**src/rtl/la_pkg.sv**
```systemverilog
package la_pkg;

  typedef enum logic [1:0] {
    ST_IDLE    = 2'd0,
    ST_ARMED   = 2'd1,
    ST_DONE    = 2'd2,
    ST_CAPTURE = 2'd3
  } la_state_e;

  localparam int NUM_PROBES = 4;
  localparam int CFG_REGS   = 2 + 2 * NUM_PROBES;
  localparam int SAMPLE_W   = 7;

  localparam logic [15:0] OP_EQ = 16'd8;
  localparam logic [15:0] OP_NE = 16'd9;
  localparam logic [15:0] OP_GT = 16'd10;
  localparam logic [15:0] OP_LT = 16'd11;

  // width of probe k inside the packed sample word
  function automatic int probe_w(int k);
    return (k == NUM_PROBES - 1) ? 4 : 1;
  endfunction

  // lowest bit of probe k inside the packed sample word
  function automatic int probe_lsb(int k);
    return k;
  endfunction

endpackage

```
**src/rtl/la_probe_cmp.sv**
```systemverilog
module la_probe_cmp #(
  parameter int W = 1
) (
  input  logic [W-1:0] value,
  input  logic [15:0]  op,
  input  logic [W-1:0] arg,
  output logic         hit
);
  import la_pkg::*;

  always_comb begin
    case (op)
      OP_EQ:   hit = (value == arg);
      OP_NE:   hit = (value != arg);
      OP_GT:   hit = (value > arg);
      OP_LT:   hit = (value < arg);
      default: hit = 1'b0;
    endcase
  end
endmodule

```
**src/rtl/la_sample_ram.sv**
```systemverilog
module la_sample_ram #(
  parameter int DEPTH = 128,
  parameter int WIDTH = 7,
  localparam int AW   = $clog2(DEPTH)
) (
  input  logic             clk,
  input  logic             we,
  input  logic [AW-1:0]    waddr,
  input  logic [WIDTH-1:0] wdata,
  input  logic [AW-1:0]    raddr,
  output logic [WIDTH-1:0] rdata
);
  logic [WIDTH-1:0] mem [DEPTH];

  always_ff @(posedge clk) begin
    if (we) mem[waddr] <= wdata;
    rdata <= mem[raddr];
  end
endmodule

```
**src/rtl/la_capture_ctrl.sv**
```systemverilog
module la_capture_ctrl #(
  parameter int DEPTH = 128,
  localparam int PW   = $clog2(DEPTH)
) (
  input  logic              clk,
  input  logic              rst,
  input  logic              arm_req,
  input  logic              idle_req,
  input  logic              trig_hit,
  input  logic [PW-1:0]     pre_cnt,
  output la_pkg::la_state_e state,
  output logic              wr_en,
  output logic [PW-1:0]     wr_ptr,
  output logic [PW-1:0]     start_ptr
);
  import la_pkg::*;

  localparam logic [PW-1:0] LAST = PW'(DEPTH - 1);
  localparam logic [PW:0]   FULL = (PW+1)'(DEPTH);

  logic [PW:0]   filled_q;
  logic [PW-1:0] remain_q;
  logic [PW-1:0] ptr_next;
  logic [PW:0]   back_sum;
  logic [PW-1:0] back_ptr;
  logic          fire;

  assign wr_en    = (state == ST_ARMED) || (state == ST_CAPTURE);
  assign ptr_next = (wr_ptr == LAST) ? '0 : wr_ptr + 1'b1;
  assign back_sum = {1'b0, wr_ptr} + FULL - {1'b0, pre_cnt};
  assign back_ptr = (back_sum >= FULL) ? PW'(back_sum - FULL) : back_sum[PW-1:0];
  assign fire     = trig_hit && (filled_q >= {1'b0, pre_cnt});

  always_ff @(posedge clk) begin
    if (rst) begin
      state     <= ST_IDLE;
      wr_ptr    <= '0;
      filled_q  <= '0;
      remain_q  <= '0;
      start_ptr <= '0;
    end else if (arm_req) begin
      state    <= ST_ARMED;
      wr_ptr   <= '0;
      filled_q <= '0;
    end else if (idle_req) begin
      state <= ST_IDLE;
    end else begin
      case (state)
        ST_ARMED: begin
          wr_ptr <= ptr_next;
          if (filled_q != FULL) filled_q <= filled_q + 1'b1;
          if (fire) begin
            start_ptr <= back_ptr;
            remain_q  <= LAST - pre_cnt;
            state     <= (pre_cnt == LAST) ? ST_DONE : ST_CAPTURE;
          end
        end
        ST_CAPTURE: begin
          wr_ptr   <= ptr_next;
          remain_q <= remain_q - 1'b1;
          if (remain_q == PW'(1)) state <= ST_DONE;
        end
        default: ;
      endcase
    end
  end
endmodule

```
**src/rtl/bus_logic_analyzer.sv**
```systemverilog
module bus_logic_analyzer #(
  parameter int BASE_ADDR    = 0,
  parameter int SAMPLE_DEPTH = 128
) (
  input  logic        clk,
  input  logic        rst,
  input  logic        probe_a,
  input  logic        probe_b,
  input  logic        probe_c,
  input  logic [3:0]  probe_d,
  input  logic [15:0] addr_i,
  input  logic [15:0] wdata_i,
  input  logic [15:0] rdata_i,
  input  logic        rw_i,
  input  logic        valid_i,
  output logic [15:0] addr_o,
  output logic [15:0] wdata_o,
  output logic [15:0] rdata_o,
  output logic        rw_o,
  output logic        valid_o
);
  import la_pkg::*;

  localparam int PW   = $clog2(SAMPLE_DEPTH);
  localparam int SPAN = CFG_REGS + SAMPLE_DEPTH;
  localparam logic [PW:0] FULL = (PW+1)'(SAMPLE_DEPTH);

  la_state_e         state_q;
  logic [15:0]       trig_q;
  logic [15:0]       op_q  [NUM_PROBES];
  logic [15:0]       arg_q [NUM_PROBES];
  logic [SAMPLE_W-1:0] probe_vec;
  logic [NUM_PROBES-1:0] hits;
  logic [31:0]       off;
  logic              local_hit, wr_hit, rd_hit;
  logic [15:0]       reg_rd;
  logic [PW-1:0]     pre_cnt;
  logic signed [31:0] tl_ext;
  logic              ram_we;
  logic [PW-1:0]     wr_ptr, start_ptr, rd_ptr;
  logic [PW:0]       s_idx, s_sum;
  logic [SAMPLE_W-1:0] ram_q;
  logic [15:0]       rdata_q;
  logic              sel_ram_q;

  assign probe_vec = {probe_d, probe_c, probe_b, probe_a};

  // address decode
  assign off       = 32'(addr_i) - 32'(BASE_ADDR);
  assign local_hit = (32'(addr_i) >= 32'(BASE_ADDR)) && (off < 32'(SPAN));
  assign wr_hit    = valid_i && local_hit && rw_i;
  assign rd_hit    = valid_i && local_hit && !rw_i;

  // pre-trigger count: trigger location clamped into the buffer
  assign tl_ext = 32'($signed(trig_q));
  always_comb begin
    if (tl_ext < 0)                      pre_cnt = '0;
    else if (tl_ext > SAMPLE_DEPTH - 1)  pre_cnt = PW'(SAMPLE_DEPTH - 1);
    else                                 pre_cnt = PW'(tl_ext);
  end

  // per-probe comparators
  for (genvar k = 0; k < NUM_PROBES; k++) begin : g_cmp
    localparam int WK = probe_w(k);
    localparam int LK = probe_lsb(k);
    la_probe_cmp #(.W(WK)) cmp_i (
      .value (probe_vec[LK +: WK]),
      .op    (op_q[k]),
      .arg   (arg_q[k][WK-1:0]),
      .hit   (hits[k])
    );
  end

  la_capture_ctrl #(.DEPTH(SAMPLE_DEPTH)) ctrl_i (
    .clk       (clk),
    .rst       (rst),
    .arm_req   (wr_hit && (off == 32'd0) && (wdata_i == 16'd1)),
    .idle_req  (wr_hit && (off == 32'd0) && (wdata_i == 16'd0)),
    .trig_hit  (|hits),
    .pre_cnt   (pre_cnt),
    .state     (state_q),
    .wr_en     (ram_we),
    .wr_ptr    (wr_ptr),
    .start_ptr (start_ptr)
  );

  // read-back index: oldest sample sits at start_ptr
  assign s_idx  = (PW+1)'(off - 32'(CFG_REGS));
  assign s_sum  = {1'b0, start_ptr} + s_idx;
  assign rd_ptr = (s_sum >= FULL) ? PW'(s_sum - FULL) : s_sum[PW-1:0];

  la_sample_ram #(.DEPTH(SAMPLE_DEPTH), .WIDTH(SAMPLE_W)) ram_i (
    .clk   (clk),
    .we    (ram_we),
    .waddr (wr_ptr),
    .wdata (probe_vec),
    .raddr (rd_ptr),
    .rdata (ram_q)
  );

  // register read mux
  always_comb begin
    reg_rd = '0;
    if (off == 32'd0) reg_rd = {14'd0, state_q};
    if (off == 32'd1) reg_rd = trig_q;
    for (int k = 0; k < NUM_PROBES; k++) begin
      if (off == 32'(2 + 2 * k)) reg_rd = op_q[k];
      if (off == 32'(3 + 2 * k)) reg_rd = arg_q[k];
    end
  end

  // bus stage and configuration registers
  always_ff @(posedge clk) begin
    if (rst) begin
      addr_o    <= '0;
      wdata_o   <= '0;
      rw_o      <= 1'b0;
      valid_o   <= 1'b0;
      rdata_q   <= '0;
      sel_ram_q <= 1'b0;
      trig_q    <= '0;
      for (int k = 0; k < NUM_PROBES; k++) begin
        op_q[k]  <= '0;
        arg_q[k] <= '0;
      end
    end else begin
      addr_o    <= addr_i;
      wdata_o   <= wdata_i;
      rw_o      <= rw_i;
      valid_o   <= valid_i;
      rdata_q   <= rdata_i;
      sel_ram_q <= 1'b0;
      if (wr_hit) begin
        if (off == 32'd1) trig_q <= wdata_i;
        for (int k = 0; k < NUM_PROBES; k++) begin
          if (off == 32'(2 + 2 * k)) op_q[k]  <= wdata_i;
          if (off == 32'(3 + 2 * k)) arg_q[k] <= wdata_i;
        end
      end
      if (rd_hit) begin
        if (off < 32'(CFG_REGS)) rdata_q <= reg_rd;
        else                     sel_ram_q <= 1'b1;
      end
    end
  end

  assign rdata_o = sel_ram_q ? 16'(ram_q) : rdata_q;

endmodule

```
**config.mk**
```make
export PLATFORM = sky130hd
export DESIGN_NAME = bus_logic_analyzer
export DESIGN_NICKNAME = d
export VERILOG_FILES = /design/src/rtl/la_pkg.sv /design/src/rtl/la_probe_cmp.sv /design/src/rtl/la_sample_ram.sv /design/src/rtl/la_capture_ctrl.sv /design/src/rtl/bus_logic_analyzer.sv
export SDC_FILE = /design/constraint.sdc
export NUM_CORES = 1
export LEC_CHECK = 0
export BUFFER_PORTS_ARGS = -buffer_cell sky130_fd_sc_hd__clkbuf_2
export CAP_MARGIN = 20
export CORE_MARGIN = 4
export CORE_UTILIZATION = 45
export CTS_CLUSTER_DIAMETER = 120
export DETAILED_ROUTE_END_ITERATION = 6
export HOLD_SLACK_MARGIN = 0.15
export SLEW_MARGIN = 20
export SYNTH_ARGS = -nofsm -noshare
export SYNTH_HDL_FRONTEND = slang
export SYNTH_SLANG_ARGS = --single-unit
export TNS_END_PERCENT = 50
```
**constraint.sdc**
```tcl
create_clock -name clk -period 9.2 [get_ports clk]
set_input_delay 1.84 -clock clk [delete_from_list [all_inputs] [get_ports clk]]
set_output_delay 1.84 -clock clk [all_outputs]
set_load 0.02 [all_outputs]
```
# Word level (Yosys, flattened, before mapping)
# Memory sizes are Yosys's and may differ from the RTL's. A register that Yosys moved wholly into a read port is not among the register bits.
# Index checks and enable logic that the tools add are counted.
dict set report totals {
  ramBits 1024
  in_bits 59
  out_inout_bits 50
  ff_bits 98
  mem_count 3
  wordCells 196
}
# memory depth word_bits rd rd_ports_with_merged_regs wr line_no
set memory_table {}
lappend memory_table {ram_i.mem 128 7 1 1 1 la_sample_ram.sv:13} ;# logic [WIDTH-1:0] mem [DEPTH];
lappend memory_table {arg_q 4 16 4 0 4 bus_logic_analyzer.sv:31} ;# logic [15:0] arg_q [NUM_PROBES];
lappend memory_table {op_q 4 16 4 0 4 bus_logic_analyzer.sv:30} ;# logic [15:0] op_q [NUM_PROBES];
dict set report op_classes {
  eq_ne 44
  mux 75
  n_addsub 10
  reduce_logical 25
  magnitude_cmp 15
  bitwise 11
}
# cell n
set ops {}
lappend ops {{2-to-1 mux 16 bit} 20}
lappend ops {{equality test 16 x 4 -> 1 bit, second input constant} 18}
lappend ops {{equality test 16 x 3 -> 1 bit, second input constant} 4}
lappend ops {{2-to-1 mux 7 bit} 6}
lappend ops {{2-to-1 mux 1 bit} 40}
lappend ops {{equality test 16 x 1 -> 1 bit, second input constant} 2}
lappend ops {{equality test 16 x 2 -> 1 bit, second input constant} 2}
lappend ops {{logical NOT 32 bit} 1}
lappend ops {{subtractor 7 x 1 -> 7 bit, second input constant} 3}
lappend ops {{greater-or-equal comparator 8 bit, second input constant} 2}
lappend ops {{greater-than comparator 16 x 8 -> 1 bit, second input constant} 1}
lappend ops {{logical NOT 16 bit} 1}
lappend ops {{< comparator 16 x 1 -> 1 bit, second input constant} 1}
lappend ops {{< comparator 16 x 4 -> 1 bit, second input constant} 1}
lappend ops {{< comparator 16 x 8 -> 1 bit, second input constant} 1}
lappend ops {{case mux 1 bit (4 select lines)} 4}
lappend ops {{equality test 7 bit, second input constant} 2}
lappend ops {{case mux 7 bit (2 select lines)} 1}
lappend ops {{AND reduction 3 bit} 3}
lappend ops {{adder 7 x 8 -> 8 bit} 1}
lappend ops {{adder 7 x 8 -> 8 bit, second input constant} 1}
lappend ops {{adder 8 x 1 -> 8 bit, second input constant} 1}
lappend ops {{greater-or-equal comparator 8 x 7 -> 1 bit} 1}
lappend ops {{!= test 8 bit, second input constant} 1}
lappend ops {{other kinds (33)} 62}

# Logic depth before layout (Yosys ltp)
# Gate-level depths: netlist of the first run.
dict set report depth {
  word_depth 13
  depth_mapped 14
  ltp_nobuf 13
}

# Cells and area by module
# From an unflattened synthesis of the first run, not the netlist that was laid out.
dict set report unflattened {
  hier_cells 2593
  area_unflattened_um2 46024.1
}
# mod area_per_inst_um2 n_inst seq_area_each_um2 cells_each
set modules_own_cells {}
lappend modules_own_cells {la_sample_ram 34807.1 1 27045.9 1453}
lappend modules_own_cells {bus_logic_analyzer 8568.2 1 5185.0 819}
lappend modules_own_cells {la_capture_ctrl 2108.3 1 620.6 257}
lappend modules_own_cells {{la_probe_cmp (g_cmp[0].cmp_i ...)} 116.4 3 0.0 14}
lappend modules_own_cells {{la_probe_cmp (g_cmp[3].cmp_i)} 191.4 1 0.0 22}

# Least setup slack after synthesis of the first run
# No wires, ideal clock.
dict set report synth_timing {
  path_type {input to register}
  from {input addr_i[1]}
  to {register ram_i.rdata[3] (read register of ram_i.mem)}
  setup_ns 0.138
  cell_stages 12
  arrival_time_ns 4.874
  path_buffers 2
  slack_ns 4.188
  required_ns 9.062
  path_cell_list {inv_1 ha_1 inv_1 ha_1 fa_1 buf_1 clkbuf_1 mux4_2 mux4_2 mux2_2 o22ai_1 a221oi_1}
}
dict set report synth_via {
  elab_chain_len 4
  elab_cells_between_ends 5
  cone_classes {add/sub (3); order compare (1); mux (1)}
}
# element line_no
set synth_rtl {}
lappend synth_rtl {{from (decl)} bus_logic_analyzer.sv:11} ;# input logic [15:0] addr_i,
lappend synth_rtl {{subtractor 8 x 4 -> 8 bit (*)} bus_logic_analyzer.sv:88} ;# assign s_idx = (PW+1)'(off - 32'(CFG_REGS));
lappend synth_rtl {{adder 7 x 8 -> 8 bit (*)} bus_logic_analyzer.sv:89} ;# assign s_sum = {1'b0, start_ptr} + s_idx;
lappend synth_rtl {{subtractor 7 x 1 -> 7 bit / greater-or-equal comparator 8 bit (equally long branches)} bus_logic_analyzer.sv:90} ;# assign rd_ptr = (s_sum >= FULL) ? PW'(s_sum - FULL) : s_sum[PW-1:0];
lappend synth_rtl {{2-to-1 mux 7 bit (*)} bus_logic_analyzer.sv:90}
lappend synth_rtl {{to (decl)} la_sample_ram.sv:11} ;# output logic [WIDTH-1:0] rdata
# Mark *: on every way between the ends. The rest lies on a longest branch, timed or not.
# A chain may end at the register's enable or synchronous reset.

# Final worst setup path of the first run
dict set report layout_timing {
  from {input addr_i[1]}
  to {register ram_i.rdata[1] (read register of ram_i.mem)}
}
# Same word-level chain as after synthesis.

==> impl_metrics.csv, run 1 <==
group,metric,value,unit
clocking,ctsRootBufferMaster,"clkbuf_16",
timing,worstMarginPinSlew,1.12,ns
yosys,netlist_instances,2593,
timing,finalHoldViolations,0,
grt,grt_antenna_before_repair,1,
yosys,synth_edf_count,1024,
power,power_density,209,nW/um2
yosys,synth_top_area_cell,"edfxtp_1",
critical_path,r2r-end,"ram_i.rdata[1]",
route,via_per_inst,5.89,
job,cap_violations,0,
timing,max_freq,179,MHz
clocking,cts_sinks,1129,
timing,fin_crit,5.58,ns
floorplanning,die_h,326,um
layout,mostFrequentLayoutCells,"edfxtp_1, nor2_1, mux4_2",
critical_path,path_class,"in2reg",
timing,fin_crit_sh,60.6,%
critical_path,crit_family,"adder cells",
yosys,synth.avg_cell_area,17.6,um2
critical_path,r2r_cells,11,
worst_hold_path,worstHoldPathCells,2,
clocking,cts_made_buffers,112,
layout,antennaDiodeCount,0,
yosys,ys_seq_elements,1129,
floorplanning,dieWidth,326,um
grt,track_usage,21.2,%
placement,dp_hpwl,73200,um
route,drcViolationCount,9,
critical_path,cpPeakStageDelay,1.17,ns
yosys,synthTopCellsByArea,"edfxtp_1, mux4_2, dfxtp_1",
grt,grt_overflow,0,
yosys,yosys_warnings,0,
critical_path,worstPathMaxFanout,43,
status,status,"finished, violations left",
timing,slew_viol_final,0,
worst_hold_path,hold_path_class,"reg2reg",
floorplanning,io_pins,109,
layout,final_core_util,51.1,%
timing,setup_tns,0,ns
route,drt_iter0_markers,2655,
critical_path,r2r_start,"ctrl_i.start_ptr[1]",
route,drt-wirelength-per-cell,27.1,um
critical_path,r2r_slack,4.73,ns
critical_path,critPathSlowestCell,"fa_4",
floorplanning,die_area,107000,um2
layout,mostFrequentLayoutCell,"edfxtp_1",
grt,grt_pass1_vias,25000,
clocking,cts_tree,"yes",
critical_path,worstPathCellList,"clkbuf_2 -> inv_1 -> ha_1 -> inv_1 -> ha_4 -> fa_4 -> buf_4 -> mux4_2 -> mux4_2 -> mux2_2 -> o22ai_1 -> a221oi_1",
clocking,cts_max_level,3,
route,routed_wl,113000,um
yosys,yosys.area.top_type_share,67.4,%
critical_path,crit_path_end_kind,"register",
clocking,clock_path_buffers,3,
clocking,worstSkewPairLatency,0.70,ns
route,dr.pass1.iters,7,
yosys,syn-cell-area,45600,um2
worst_hold_path,min_from,"ctrl_i.start_ptr[5]",
layout,nFillCells,8068,
grt,grt_pass1_wl,169000,um
clocking,clkTransAtPathRegs,0.06,ns
placement,port_buffers,108,
timing,finalClockSkew,0.0270,ns
timing,maxSlewHeadroom,24.8,%
route,final_antenna_net_count,0,
critical_path,start_kind,"primary input",
yosys,yosysSeqAreaShare,72.0,%
timing,finalSetupViolCount,0,
floorplanning,core,100000,um2
floorplanning,initial_utilization,45.5,%
clocking,hold_buffers,0,
power,leakagePower,0.0164,uW
placement,place.gp.congestion,0.854,
yosys,synthesis.nets,2693,
layout,nets,2835,
yosys,async_flop_share,0,%
clocking,cts_setup_buffers,0,
clocking,cts-resized-gates,0,
yosys,yosysUniqueCellTypes,76,
yosys,synth_ff_type,"edfxtp_1",
power,peakVddDrop,223,uV
route,vias,24700,
layout,areaGrowthSynthToFinish,12.3,%
layout,drive_above_1_share,22.1,%
floorplanning,rows,116,
critical_path,crit_required,9.74,ns
worst_hold_path,hold-path-endpoint,"ctrl_i.start_ptr[5]",
critical_path,arrival,6.12,ns
timing,rsz0062_at_grt,"false",
critical_path,cp.buffers_inverters,4,
status,failed_checks,"design-rule violations",
grt,grt_max_degree,89,
[through the flow]
step / std cells / power (uW) / area, um2 / setup WS [ns] / hold slack, ns
2_1_floorplan: 2593 / 6160 / 45600 / 4.19 / 0.446
4_1_cts: 4186 / 10800 / 51200 / 3.72 / 0.470
5_1_grt: 4187 / 11000 / 51300 / 3.56 / 0.524
3_5_place_dp: 3977 / 6450 / 47800 / 2.96 / 0.461
6_report: 4187 / 10700 / 51300 / 3.62 / 0.469
3_3_place_gp: 3977 / 6440 / 47800 / 3.02 / 0.462
[per-layer routing]
| layer | GRT usage, % | wire length [um] | up-vias |
|---|---|---|---|
| met5 | 0 | 0 | - |
| met4 | 6.54 | 3510 | 0 |
| met3 | 3.45 | 7680 | 198 |
| met2 | 33.9 | 54400 | 1019 |
| met1 | 30.3 | 47800 | 12900 |
| li1 | - | - | 10600 |
[cell usage after synthesis, types with 14 or more instances]
master	count
o21ai_0	20
clkbuf_1	74
nand3_1	49
edfxtp_1	1024
nor2b_1	30
mux2i_1	39
mux2_2	17
a21oi_1	50
inv_1	62
dfxtp_1	105
ha_1	39
o22ai_1	15
a22oi_1	14
a221oi_1	17
buf_2	30
nor4_1	17
nand2_1	98
nand4_1	18
nor3_1	22
nor2_1	363
mux4_2	270
[worst min-delay path, delay by kind of cell, from the launching register on]
family          cells  cell delay, ns
flops               1            0.31
compound gates      1            0.05
simple gates        1            0.06
[where the power goes]
group	switching, uW	total (uW)	internal, uW
Sequential	39.0	5680	5640
Clock	1890	4350	2460
Combinational	407	661	255
Total	2340	10700	8350
[registers in the layout, summed over array words and instances, names as in the netlist, 2 cells and up]
| signal | cells |
|---|---|
| addr_o | 16 |
| arg_q | 64 |
| ctrl_i.filled_q | 8 |
| ctrl_i.remain_q | 7 |
| ctrl_i.start_ptr | 7 |
| ctrl_i.state | 2 |
| ctrl_i.wr_ptr | 7 |
| op_q | 64 |
| ram_i.mem | 896 |
| ram_i.rdata | 7 |
| rdata_q | 16 |
| trig_q | 16 |
| wdata_o | 16 |
[cell type report]
type	instances	area (um2)	share of cell area, %
Sequential cell	1129	32900	64.1
Multi-Input combinational cell	1276	12100	23.5
Clock buffer	147	3040	5.93
Tap cell	1357	1700	3.31
Timing Repair Buffer	154	928	1.81
Clock inverter	62	435	0.850
Inverter	62	233	0.454
[worst max path at each step]
stage                   start        endpoint  slack [ns]  cells after the start
floorplan           addr_i[1]  ram_i.rdata[3]        4.19                     12
global placement    addr_i[1]  ram_i.rdata[6]        3.02                     12
detailed placement  addr_i[1]  ram_i.rdata[1]        2.96                     12
CTS                 addr_i[1]  ram_i.rdata[1]        3.72                     12
global route        addr_i[1]  ram_i.rdata[1]        3.56                     12
finish              addr_i[1]  ram_i.rdata[1]        3.62                     12
[logic make-up after synthesis]
kind of cell	Yosys count	synth area share [%]
buf+inv	188	1.77
xor+xnor	20	0.400
compound gates	226	3.50
flops	1129	72.0
simple gates	662	6.56
mux	327	14.6
fa+ha+maj	41	1.16
(Power assumes the default switching activity.)
==> run 2: changes to the inputs <==
clock period = 5.5 ns   (was 9.2 ns; I/O delays follow)
==> run 2 against run 1 <==
Effect of this change:
- global-route usage is 0.68 points higher
- the flow still finishes with violations (design-rule violations)
- via count rose by 1.6%
- utilization grew 0.54 points
- clock-buffer cell count is 11 lower
- sequential power grew 67%
- final area grew 1.1%
- clock power rose by 82%
- critical path depth increased by 2
- clock skew is 0.0063 ns lower
==> impl_metrics.csv, run 2 (synthesis gave the netlist of run 1 again) <==
group,metric,value,unit
status,status,"finished, violations left",
status,failed_checks,"design-rule violations",
clocking,cts_sinks,1129,
layout,areaGrowthSynthToFinish,13.5,%
layout,drive_above_1_share,23.2,%
critical_path,path_class,"in2reg",
clocking,cts_max_level,3,
timing,fin_crit,4.17,ns
layout,reg_top3,"ram_i.mem: 896 flops, arg_q: 64 flops, op_q: 64 flops",
worst_hold_path,worstHoldPathCells,2,
layout,mostFrequentLayoutCells,"edfxtp_1, nor2_1, mux4_2",
timing,fin_crit_sh,75.9,%
layout,nFillCells,8085,
layout,mostFrequentLayoutCell,"edfxtp_1",
clocking,clkTransAtPathRegs,0.06,ns
grt,grt_pass1_vias,25300,
clocking,worstSkewPairLatency,0.70,ns
route,drt_iter0_markers,3096,
clocking,cts-resized-gates,0,
critical_path,crit_required,6.07,ns
route,final_antenna_net_count,0,
floorplanning,dieWidth,326,um
route,drcViolationCount,4,
power,leakagePower,0.0167,uW
critical_path,crit_family,"adder cells",
timing,finalHoldViolations,0,
critical_path,cp.buffers_inverters,5,
critical_path,r2r_cells,12,
placement,port_buffers,108,
clocking,cts_setup_buffers,0,
clocking,ctsRootBufferMaster,"clkbuf_16",
timing,maxSlewHeadroom,24.1,%
timing,setup_tns,0,ns
job,cap_violations,0,
floorplanning,rows,116,
power,power_density,359,nW/um2
layout,nets,2851,
power,peakVddDrop,265,uV
grt,grt_overflow,0,
critical_path,r2r_slack,1.39,ns
floorplanning,initial_utilization,45.5,%
timing,finalSetupViolCount,0,
critical_path,worstPathMaxFanout,21,
route,vias,25100,
grt,grt_max_degree,92,
grt,grt_antenna_before_repair,5,
worst_hold_path,min_from,"ctrl_i.start_ptr[5]",
clocking,clock_path_buffers,3,
route,drt-wirelength-per-cell,27.8,um
critical_path,start_kind,"primary input",
layout,largest_reg_flops,896,
critical_path,critPathSlowestCell,"fa_4",
grt,grt_pass1_wl,173000,um
critical_path,r2r-end,"ctrl_i.remain_q[4]",
timing,worstMarginPinSlew,1.13,ns
timing,rsz0062_at_grt,"false",
placement,dp_hpwl,75700,um
placement,place.gp.congestion,0.883,
timing,finalClockSkew,0.0207,ns
route,dr.pass1.iters,7,
clocking,hold_buffers,0,
floorplanning,io_pins,109,
route,via_per_inst,5.96,
clocking,cts_tree,"yes",
layout,regMostFlops,"ram_i.mem",
timing,slew_viol_final,0,
layout,final_core_util,51.6,%
floorplanning,core,100000,um2
critical_path,r2r_start,"trig_q[11]",
timing,max_freq,240,MHz
route,routed_wl,117000,um
worst_hold_path,hold_path_class,"reg2reg",
floorplanning,die_area,107000,um2
floorplanning,die_h,326,um
clocking,cts_made_buffers,113,
critical_path,worstPathCellList,"clkbuf_2 -> inv_1 -> ha_1 -> inv_1 -> ha_4 -> fa_4 -> buf_4 -> buf_4 -> mux4_2 -> mux4_2 -> nand2_1 -> nand3_1 -> nand2_1 -> o211ai_1",
critical_path,arrival,4.74,ns
worst_hold_path,hold-path-endpoint,"ctrl_i.start_ptr[5]",
critical_path,cpPeakStageDelay,0.89,ns
grt,track_usage,21.9,%
critical_path,crit_path_end_kind,"register",
==> run 2: stage by stage <==
stage | hold WS [ns] | cell area [um2] | power, uW | instances | setup slack, ns
global placement | 0.458 | 47900 | 10800 | 3993 | 0.758
floorplan | 0.446 | 45600 | 10300 | 2593 | 1.23
detailed placement | 0.469 | 47900 | 10800 | 3993 | 0.677
CTS | 0.481 | 51800 | 18700 | 4208 | 1.33
global route | 0.519 | 51800 | 19100 | 4208 | 1.17
finish | 0.478 | 51800 | 18600 | 4210 | 1.33
==> run 2: layout make-up <==
| cell class | count | area, um2 | area share (%) |
|---|---|---|---|
| Antenna cell | 2 | 5.00 | 0.00966 |
| Clock buffer | 136 | 3010 | 5.81 |
| Clock inverter | 79 | 832 | 1.61 |
| Inverter | 62 | 233 | 0.449 |
| Multi-Input combinational cell | 1276 | 12100 | 23.3 |
| Sequential cell | 1129 | 32900 | 63.4 |
| Tap cell | 1357 | 1700 | 3.28 |
| Timing Repair Buffer | 169 | 1120 | 2.15 |
==> run 2: how the worst max path moves through the flow <==
stage	cells past startpoint	from	end	slack (ns)
final	14	addr_i[1]	ram_i.rdata[5]	1.33
after floorplan	12	addr_i[1]	ram_i.rdata[3]	1.23
after global routing	11	trig_q[11]	ctrl_i.remain_q[1]	1.17
after detailed placement	14	addr_i[1]	ram_i.rdata[5]	0.68
after global placement	14	addr_i[1]	ram_i.rdata[5]	0.76
after CTS	11	trig_q[11]	ctrl_i.remain_q[1]	1.33
==> run 2: power breakdown <==
| part | internal [uW] | switching, uW |
|---|---|---|
| combinational | 438 | 695 |
| sequential | 9430 | 76.5 |
| clock | 4620 | 3310 |
==> run 2: metal layers <==
layer | vias up | part of all wire [%] | global-route usage (%)
met3 | 195 | 8.1 | 3.91
met1 | 13100 | 41 | 31.2
met4 | 0 | 2.8 | 6.54
met2 | 1162 | 48 | 35.0
met5 | - | 0 | 0
li1 | 10700 | - | -
==> run 2: tightest hold or removal path, delay by kind of cell (launching register included) <==
family / cells / cell delay, ns
AOI/OAI and AO/OA: 1 / 0.05
DFF: 1 / 0.31
and+or+nand+nor: 1 / 0.07
